## config.mk

```make
export PLATFORM = sky130hd
export DESIGN_NAME = acq_stream_buf
export DESIGN_NICKNAME = d
export VERILOG_FILES = /design/src/rtl/acq_pkg.sv /design/src/rtl/acq_fifo.sv /design/src/rtl/acq_scan_ctrl.sv /design/src/rtl/acq_xfer.sv /design/src/rtl/acq_stream_buf.sv
export SDC_FILE = /design/constraint.sdc
export NUM_CORES = 2
export LEC_CHECK = 0
export BUFFER_PORTS_ARGS = -buffer_cell sky130_fd_sc_hd__buf_4
export CAP_MARGIN = 20
export CORE_MARGIN = 3
export CORE_UTILIZATION = 55
export DETAILED_ROUTE_END_ITERATION = 6
export PLACE_DENSITY = 0.69
export SYNTH_ARGS = -nofsm -noshare
export SYNTH_HDL_FRONTEND = slang
export SYNTH_SLANG_ARGS = --single-unit
```

## constraint.sdc

```tcl
create_clock -name clk -period 10.4 [get_ports clk]
set_input_delay 2.08 -clock clk [delete_from_list [all_inputs] [get_ports clk]]
set_output_delay 2.08 -clock clk [all_outputs]
set_load 0.03 [all_outputs]
```

## src/rtl/acq_pkg.sv

```systemverilog
package acq_pkg;

  typedef enum logic [1:0] {
    ACQ_IDLE = 2'd0,
    ACQ_RUN  = 2'd1,
    ACQ_FIN  = 2'd2
  } acq_state_t;

  // a whole scan fits only if every word of it has a free entry
  function automatic logic scan_fits(input int unsigned level,
                                     input int unsigned depth,
                                     input int unsigned nch);
    return (level <= depth) && ((depth - level) >= nch);
  endfunction

  // value loaded into the period counter after a request
  function automatic int unsigned period_reload(input int unsigned period);
    return (period == 0) ? 0 : period - 1;
  endfunction

  function automatic logic limit_reached(input int unsigned count,
                                         input int unsigned limit);
    return count >= limit;
  endfunction

endpackage

```

## src/rtl/acq_fifo.sv

```systemverilog
module acq_fifo #(
  parameter  int DW    = 16,
  parameter  int DEPTH = 48,
  localparam int AW    = (DEPTH > 1) ? $clog2(DEPTH) : 1,
  localparam int LW    = $clog2(DEPTH + 1)
) (
  input  logic          clk,
  input  logic          rst_n,
  input  logic          push,
  input  logic [DW-1:0] wdata,
  input  logic          pop,
  output logic [DW-1:0] rdata,
  output logic [LW-1:0] level
);

  logic [DW-1:0] mem [DEPTH];
  logic [AW-1:0] wp, rp;
  logic [LW-1:0] cnt;
  logic          full, empty, do_push, do_pop;

  function automatic logic [AW-1:0] bump(input logic [AW-1:0] p);
    return (p == AW'(DEPTH - 1)) ? '0 : p + 1'b1;
  endfunction

  assign full    = (cnt == LW'(DEPTH));
  assign empty   = (cnt == '0);
  assign do_push = push && !full;
  assign do_pop  = pop && !empty;
  assign rdata   = mem[rp];
  assign level   = cnt;

  always_ff @(posedge clk) begin
    if (do_push) mem[wp] <= wdata;
  end

  always_ff @(posedge clk or negedge rst_n) begin
    if (!rst_n) begin
      wp  <= '0;
      rp  <= '0;
      cnt <= '0;
    end else begin
      if (do_push) wp <= bump(wp);
      if (do_pop)  rp <= bump(rp);
      case ({do_push, do_pop})
        2'b10:   cnt <= cnt + 1'b1;
        2'b01:   cnt <= cnt - 1'b1;
        default: ;
      endcase
    end
  end


  no_overflow_chk: assert property (@(posedge clk) disable iff (!rst_n)
    push |-> !full);


  no_underflow_chk: assert property (@(posedge clk) disable iff (!rst_n)
    pop |-> !empty);

endmodule

```

## src/rtl/acq_scan_ctrl.sv

```systemverilog
module acq_scan_ctrl
  import acq_pkg::*;
#(
  parameter  int NCH    = 12,
  parameter  int DW     = 16,
  parameter  int PW     = 16,
  parameter  int DCW    = 16,
  parameter  int LDEPTH = 48,
  localparam int LLW    = $clog2(LDEPTH + 1),
  localparam int IW     = (NCH > 1) ? $clog2(NCH) : 1
) (
  input  logic           clk,
  input  logic           rst_n,
  input  logic           start,
  input  logic           stop,
  input  logic           status_clear,
  input  logic [PW-1:0]  scan_period,
  input  logic           smp_valid,
  input  logic [DW-1:0]  smp_data,
  input  logic [LLW-1:0] local_level,
  input  logic           xfer_active,
  output logic           scan_req,
  output logic           lw_en,
  output logic [DW-1:0]  lw_data,
  output acq_state_t     state,
  output logic           ovf_flag,
  output logic [DCW-1:0] drop_count
);

  acq_state_t    st;
  logic [PW-1:0] cnt;
  logic [IW-1:0] widx;
  logic          in_scan, keep, stop_pend;
  logic          fits, drop_evt, last_word, stop_now, local_empty;

  assign local_empty = (local_level == '0);
  assign stop_now    = stop || stop_pend;
  assign scan_req    = (st == ACQ_RUN) && !in_scan && !stop_now && (cnt == '0);
  assign fits        = scan_fits(32'(local_level), LDEPTH, NCH);
  assign drop_evt    = scan_req && !fits;
  assign last_word   = in_scan && smp_valid && (widx == IW'(NCH - 1));
  assign lw_en       = in_scan && keep && smp_valid;
  assign lw_data     = smp_data;
  assign state       = st;

  // run control and scan period
  always_ff @(posedge clk or negedge rst_n) begin
    if (!rst_n) begin
      st        <= ACQ_IDLE;
      cnt       <= '0;
      stop_pend <= 1'b0;
    end else begin
      case (st)
        ACQ_IDLE: begin
          stop_pend <= 1'b0;
          if (start) begin
            st  <= ACQ_RUN;
            cnt <= '0;
          end
        end
        ACQ_RUN: begin
          if (stop_now && !in_scan) begin
            st        <= ACQ_FIN;
            stop_pend <= 1'b0;
          end else if (stop) begin
            stop_pend <= 1'b1;
          end
          if (scan_req)        cnt <= PW'(period_reload(32'(scan_period)));
          else if (cnt != '0)  cnt <= cnt - 1'b1;
        end
        ACQ_FIN: begin
          if (local_empty && !xfer_active) st <= ACQ_IDLE;
        end
        default: st <= ACQ_IDLE;
      endcase
    end
  end

  // scan word tracking
  always_ff @(posedge clk or negedge rst_n) begin
    if (!rst_n) begin
      in_scan <= 1'b0;
      keep    <= 1'b0;
      widx    <= '0;
    end else if (scan_req) begin
      in_scan <= 1'b1;
      keep    <= fits;
      widx    <= '0;
    end else if (in_scan && smp_valid) begin
      widx <= widx + 1'b1;
      if (last_word) in_scan <= 1'b0;
    end
  end

  // overflow status
  always_ff @(posedge clk or negedge rst_n) begin
    if (!rst_n) begin
      ovf_flag   <= 1'b0;
      drop_count <= '0;
    end else begin
      if (drop_evt)          ovf_flag <= 1'b1;
      else if (status_clear) ovf_flag <= 1'b0;
      if (drop_evt) drop_count <= drop_count + 1'b1;
    end
  end


  drop_sets_flag_chk: assert property (@(posedge clk) disable iff (!rst_n)
    drop_evt |=> ovf_flag);


  drop_count_hold_chk: assert property (@(posedge clk) disable iff (!rst_n)
    !drop_evt |=> $stable(drop_count));


  ovf_sticky_chk: assert property (@(posedge clk) disable iff (!rst_n)
    (ovf_flag && !status_clear) |=> ovf_flag);


  req_single_chk: assert property (@(posedge clk) disable iff (!rst_n)
    scan_req |=> !scan_req);


  fin_after_scan_chk: assert property (@(posedge clk) disable iff (!rst_n)
    ((st == ACQ_FIN) && ($past(st) == ACQ_RUN)) |-> !$past(in_scan));

endmodule

```

## src/rtl/acq_xfer.sv

```systemverilog
module acq_xfer #(
  parameter  int FW     = 16,
  parameter  int TW     = 16,
  parameter  int LDEPTH = 48,
  localparam int LLW    = $clog2(LDEPTH + 1)
) (
  input  logic           clk,
  input  logic           rst_n,
  input  logic           active,
  input  logic           force_flush,
  input  logic [LLW-1:0] local_level,
  input  logic           cons_full,
  input  logic [FW-1:0]  flush_interval,
  input  logic [TW-1:0]  drain_timeout,
  input  logic           status_clear,
  output logic           move,
  output logic           xfer_active,
  output logic           timeout_flag
);

  import acq_pkg::*;

  logic [FW-1:0] timer;
  logic [TW-1:0] waitc;
  logic          moving, local_full, local_empty;
  logic          timer_expired, wait_expired, trigger, stall;

  assign local_full    = (local_level == LLW'(LDEPTH));
  assign local_empty   = (local_level == '0);
  assign timer_expired = limit_reached(32'(timer), 32'(flush_interval));
  assign wait_expired  = limit_reached(32'(waitc), 32'(drain_timeout));
  assign trigger       = !moving && active && (local_full || timer_expired || force_flush);
  assign stall         = moving && !local_empty && cons_full;
  assign move          = moving && !local_empty && !cons_full;
  assign xfer_active   = moving;

  always_ff @(posedge clk or negedge rst_n) begin
    if (!rst_n) begin
      moving <= 1'b0;
      timer  <= '0;
      waitc  <= '0;
    end else if (!moving) begin
      waitc <= '0;
      if (!active) begin
        timer <= '0;
      end else if (trigger) begin
        timer <= '0;
        if (!local_empty) moving <= 1'b1;
      end else begin
        timer <= timer + 1'b1;
      end
    end else begin
      if (local_empty) begin
        moving <= 1'b0;
        timer  <= '0;
        waitc  <= '0;
      end else if (cons_full) begin
        if (!wait_expired) waitc <= waitc + 1'b1;
      end else begin
        waitc <= '0;
      end
    end
  end

  always_ff @(posedge clk or negedge rst_n) begin
    if (!rst_n)                     timeout_flag <= 1'b0;
    else if (stall && wait_expired) timeout_flag <= 1'b1;
    else if (status_clear)          timeout_flag <= 1'b0;
  end


  drain_start_chk: assert property (@(posedge clk) disable iff (!rst_n)
    $rose(xfer_active) |-> ($past(active) && !$past(local_empty)));


  timeout_cause_chk: assert property (@(posedge clk) disable iff (!rst_n)
    $rose(timeout_flag) |-> $past(stall));


  timeout_sticky_chk: assert property (@(posedge clk) disable iff (!rst_n)
    (timeout_flag && !status_clear) |=> timeout_flag);

endmodule

```

## src/rtl/acq_stream_buf.sv

```systemverilog
module acq_stream_buf
  import acq_pkg::*;
#(
  parameter int NCH    = 12,
  parameter int DW     = 16,
  parameter int LDEPTH = 48,
  parameter int CDEPTH = 32,
  parameter int PW     = 16,
  parameter int FW     = 16,
  parameter int TW     = 16,
  parameter int DCW    = 16
) (
  input  logic           clk,
  input  logic           rst_n,
  input  logic           start,
  input  logic           stop,
  input  logic           status_clear,
  input  logic [PW-1:0]  scan_period,
  input  logic [FW-1:0]  flush_interval,
  input  logic [TW-1:0]  drain_timeout,
  input  logic           smp_valid,
  input  logic [DW-1:0]  smp_data,
  output logic           scan_req,
  input  logic           rd_ready,
  output logic           rd_valid,
  output logic [DW-1:0]  rd_data,
  output logic           busy,
  output logic           ovf_flag,
  output logic           timeout_flag,
  output logic [DCW-1:0] drop_count
);

  localparam int LLW = $clog2(LDEPTH + 1);
  localparam int CLW = $clog2(CDEPTH + 1);

  acq_state_t     acq_st;
  logic [LLW-1:0] l_level;
  logic [CLW-1:0] c_level;
  logic [DW-1:0]  lw_data, l_rdata;
  logic           lw_en, move, xfer_active, c_full, c_pop;

  assign c_full   = (c_level == CLW'(CDEPTH));
  assign rd_valid = (c_level != '0);
  assign c_pop    = rd_valid && rd_ready;
  assign busy     = (acq_st != ACQ_IDLE);

  acq_scan_ctrl #(
    .NCH(NCH), .DW(DW), .PW(PW), .DCW(DCW), .LDEPTH(LDEPTH)
  ) u_ctrl (
    .clk(clk), .rst_n(rst_n), .start(start), .stop(stop),
    .status_clear(status_clear), .scan_period(scan_period),
    .smp_valid(smp_valid), .smp_data(smp_data), .local_level(l_level),
    .xfer_active(xfer_active), .scan_req(scan_req), .lw_en(lw_en),
    .lw_data(lw_data), .state(acq_st), .ovf_flag(ovf_flag),
    .drop_count(drop_count)
  );

  acq_fifo #(.DW(DW), .DEPTH(LDEPTH)) u_local (
    .clk(clk), .rst_n(rst_n), .push(lw_en), .wdata(lw_data),
    .pop(move), .rdata(l_rdata), .level(l_level)
  );

  acq_xfer #(.FW(FW), .TW(TW), .LDEPTH(LDEPTH)) u_xfer (
    .clk(clk), .rst_n(rst_n), .active(busy),
    .force_flush(acq_st == ACQ_FIN), .local_level(l_level),
    .cons_full(c_full), .flush_interval(flush_interval),
    .drain_timeout(drain_timeout), .status_clear(status_clear),
    .move(move), .xfer_active(xfer_active), .timeout_flag(timeout_flag)
  );

  acq_fifo #(.DW(DW), .DEPTH(CDEPTH)) u_cons (
    .clk(clk), .rst_n(rst_n), .push(move), .wdata(l_rdata),
    .pop(c_pop), .rdata(rd_data), .level(c_level)
  );


  idle_empty_chk: assert property (@(posedge clk) disable iff (!rst_n)
    $fell(busy) |-> (l_level == '0));


  move_space_chk: assert property (@(posedge clk) disable iff (!rst_n)
    move |=> (c_level != '0));

endmodule

```

==> results.cfg <==
[route]
drt-vias-per-instance = 6.24
first_pass_iteration_count_of_the_detailed_router = 6
totalWireLength_mm = 128
routed_wire_length_per_instance_um = 27.6
detail_route.drc_violations = 0
drt_first_iter_violations = 3228
detail-route-antenna-nets = 0
num_vias = 28900

[synth]
dominantRegCellSynth = sky130_fd_sc_hd__edfxtp_1
most_instantiated_library_cell_after_synthesis = sky130_fd_sc_hd__edfxtp_1
synthDominantAreaCellType = sky130_fd_sc_hd__edfxtp_1
syn_avg_cell_area_um2 = 19.2
ys_top_cells_by_count = 1,280 x sky130_fd_sc_hd__edfxtp_1, 336 x sky130_fd_sc_hd__mux4_2, 183 x sky130_fd_sc_hd__nor2_1
synth.yosys.seq_area_share = 0.734
mappedNetlistNets = 3047
ys_async_sr_fraction = 0.0791
yosysWarningCount = 0
syn_inst = 2916
synth.lib_cells_used.distinct = 71
post_synth_instance_area_mm2 = 0.0561
synth-edff-count = 1280
synth.ff_latch_count = 1390
ys_top_cells_by_area = sky130_fd_sc_hd__edfxtp_1 68%, sky130_fd_sc_hd__mux4_2 13%, sky130_fd_sc_hd__dfrtp_1 4.9%
yosysTopAreaCellShare = 0.685

[clocking]
cts.path.max_buffers = 3
ctsResizeCount = 0
htreeDepth = 4
cts_tree = yes
post-cts-setup-buffer-count = 0
cts.reportedPaths.clkPinSlew_ns = 0.06
cts.sinks = 1390
inserted_clock_buffers = 141
worstSkewPairLatency_ns = 0.74
cts_root_buf = sky130_fd_sc_hd__clkbuf_16
hold_buffers = 0

[global_route]
grt.total_usage = 0.245
antenna_found_initial = 0
globalRoute.totalOverflow = 0
first_global_vias = 29800
grt_max_degree = 90
grt_pass1_wl_mm = 191

[setup_path]
worst-path-max-fanout = 89
r2r_slack_ns = 6.13
timing.critical_path.from_type = flop
arrival_time_worst_endpoint_ns = 4.08
timing.critical_path.to_type = primary output
timing.critical_path.required_ns = 8.32
timing_worst_setup_path_type = flop to primary output
r2r-start = u_local.rp[0]
reg2reg_to = u_cons.mem[0][9]
r2r_cells = 7

[timing]
finalHoldViolCount = 0
fin_crit_sh = 0.593
max_freq_mhz = 162
worstMarginPinSlew_ns = 1.16
fin_tns_setup_ns = 0
final_critical_path_time_including_i_o_delays_and_setup_ns = 6.16
setup_violations = 0
slew-limit-headroom = 0.207
timing.clock.skew_ns = 0.0235
setup_repair_after_global_routing_missed_its_margin = false
slew_viol_final = 0

[run]
drv_cap = 0

[min_path]
holdCritPathClass = flop to flop
whs_path_depth = 1
whs_endpoint = u_ctrl.drop_count[6]
hold_path.startpoint = u_ctrl.drop_count[6]

[die]
dieArea_mm2 = 0.106
initial_core_utilization = 0.558
die_width_um = 325
core-area_mm2 = 0.101
die_h_um = 325
num_rows = 116
design.portCount = 108

[power]
share_seq_of_total_power = 0.456
power.share.clock = 0.341
peakVddDrop_mv = 0.180
power.switching_fraction = 0.269
leakagePower_uw = 0.0209
cellInternalPower_uw = 10600
power.density_cell_area_mw_per_mm2 = 228
pwr-share-comb = 0.204
switchingPower_uw = 3910

[placed_design]
portBuffers = 107
gp_congestion = 0.830
final_hpwl_dp_mm = 72.1
post-place-cells = 4368

[finish]
share_of_layout_cells_above_drive_strength_1 = 0.258
flow.area_growth_from_synthesis_pct = 13.6
instances_no_fill = 4631
final_nets = 3290

[outcome]
outcome = finished, final reports clean
==> layer usage <==
metal | global-route usage | part of all wire
met5 | 0 | 0
met4 | 0.0822 | 0.029
met3 | 0.0393 | 0.065
met2 | 0.419 | 0.52
met1 | 0.326 | 0.39
==> through the flow <==
step                      instance area [um2]   util  setup slack [ns]  hold slack [ns]  total power (uW)
final                                   63800  0.634              4.24            0.495             14500
after global routing                    63800  0.634              3.96            0.513             15100
after CTS                               63700  0.633              4.05            0.497             14600
after detailed placement                59200  0.588              4.85            0.486              9690
after global placement                  59200  0.588              4.92            0.463              9590
after floorplan                         56100      -              5.39            0.466              8810
==> power by group through the flow <==
stage / clock network [uW] / registers (uW) / logic, uW
2_1_floorplan: 0 / 6600 / 2210
3_3_place_gp: 0 / 6720 / 2870
3_5_place_dp: 0 / 6730 / 2960
4_1_cts: 5040 / 6610 / 2980
5_1_grt: 5270 / 6640 / 3190
6_report: 4950 / 6620 / 2960
==> cell usage in the layout, fill, tap and decap left out, types with 12 or more instances in the layout <==
master,instances
sky130_fd_sc_hd__a2111oi_0,31
sky130_fd_sc_hd__a21oi_1,38
sky130_fd_sc_hd__buf_4,231
sky130_fd_sc_hd__bufinv_16,12
sky130_fd_sc_hd__clkbuf_1,26
sky130_fd_sc_hd__clkbuf_16,144
sky130_fd_sc_hd__clkinv_1,30
sky130_fd_sc_hd__clkinv_2,22
sky130_fd_sc_hd__dfrtp_1,103
sky130_fd_sc_hd__edfxtp_1,1280
sky130_fd_sc_hd__ha_1,58
sky130_fd_sc_hd__inv_1,75
sky130_fd_sc_hd__mux2_2,20
sky130_fd_sc_hd__mux2i_1,98
sky130_fd_sc_hd__mux4_2,336
sky130_fd_sc_hd__nand2_1,101
sky130_fd_sc_hd__nand3_1,35
sky130_fd_sc_hd__nand4_1,16
sky130_fd_sc_hd__nor2_1,183
sky130_fd_sc_hd__nor2b_1,24
sky130_fd_sc_hd__nor3_1,18
sky130_fd_sc_hd__nor3_2,21
sky130_fd_sc_hd__nor4_1,20
sky130_fd_sc_hd__o21ai_0,60
sky130_fd_sc_hd__o22ai_1,37
sky130_fd_sc_hd__o31ai_1,18
sky130_fd_sc_hd__or3_1,12
sky130_fd_sc_hd__or4_1,16
sky130_fd_sc_hd__xnor2_1,29
sky130_fd_sc_hd__xor2_1,18
==> worst max-delay path: stages, from the launching register on <==
cell and delay (ns):
sky130_fd_sc_hd__dfrtp_4 0.97, sky130_fd_sc_hd__buf_12 0.59, sky130_fd_sc_hd__mux4_2 0.60, sky130_fd_sc_hd__mux4_2 0.53
sky130_fd_sc_hd__mux2_2 0.33, sky130_fd_sc_hd__buf_4 0.18
==> final cells by class <==
| cell class | instances | area [um2] |
|---|---|---|
| sequential | 1390 | 41200 |
| fill | 6736 | 36800 |
| multi-input combinational | 1312 | 14200 |
| clock buffer | 170 | 3700 |
| timing repair buffer | 238 | 1830 |
| tap | 1357 | 1700 |
| clock inverter | 87 | 837 |
| inverter | 76 | 285 |
| antenna | 1 | 2.50 |
==> worst max path at each step <==
stage                 start          end  slack (ns)  cells after the start
3_5_place_dp   u_cons.rp[1]  rd_data[12]        4.85                      5
2_1_floorplan          stop     scan_req        5.39                      3
4_1_cts        u_cons.rp[1]  rd_data[12]        4.05                      5
3_3_place_gp   u_cons.rp[1]   rd_data[1]        4.92                      5
6_report       u_cons.rp[0]   rd_data[0]        4.24                      5
5_1_grt        u_cons.rp[0]   rd_data[0]        3.96                      5
==> logic make-up after synthesis <==
kind of cell	after synthesis	share of synthesized area
AOI/OAI and AO/OA	256	0.0307
xor gates and xnor gates	47	0.00733
adders and majority gates	60	0.0136
buffers and inverters	214	0.0152
DFF	1390	0.734
muxes	454	0.156
and+or+nand+nor	495	0.0430
==> registers in the layout, indices dropped and copies added, names as in the netlist, 2 cells and up <==
register           cells
u_cons.level           6
u_local.mem          768
u_xfer.timer          16
u_cons.mem           512
u_cons.rp              5
u_local.rp             6
u_local.wp             6
u_ctrl.widx            4
u_ctrl.cnt            16
u_xfer.waitc          16
u_cons.wp              5
u_ctrl.state           2
u_ctrl.drop_count     16
u_local.level          6
Note: power is estimated with default switching activity, not from simulation.
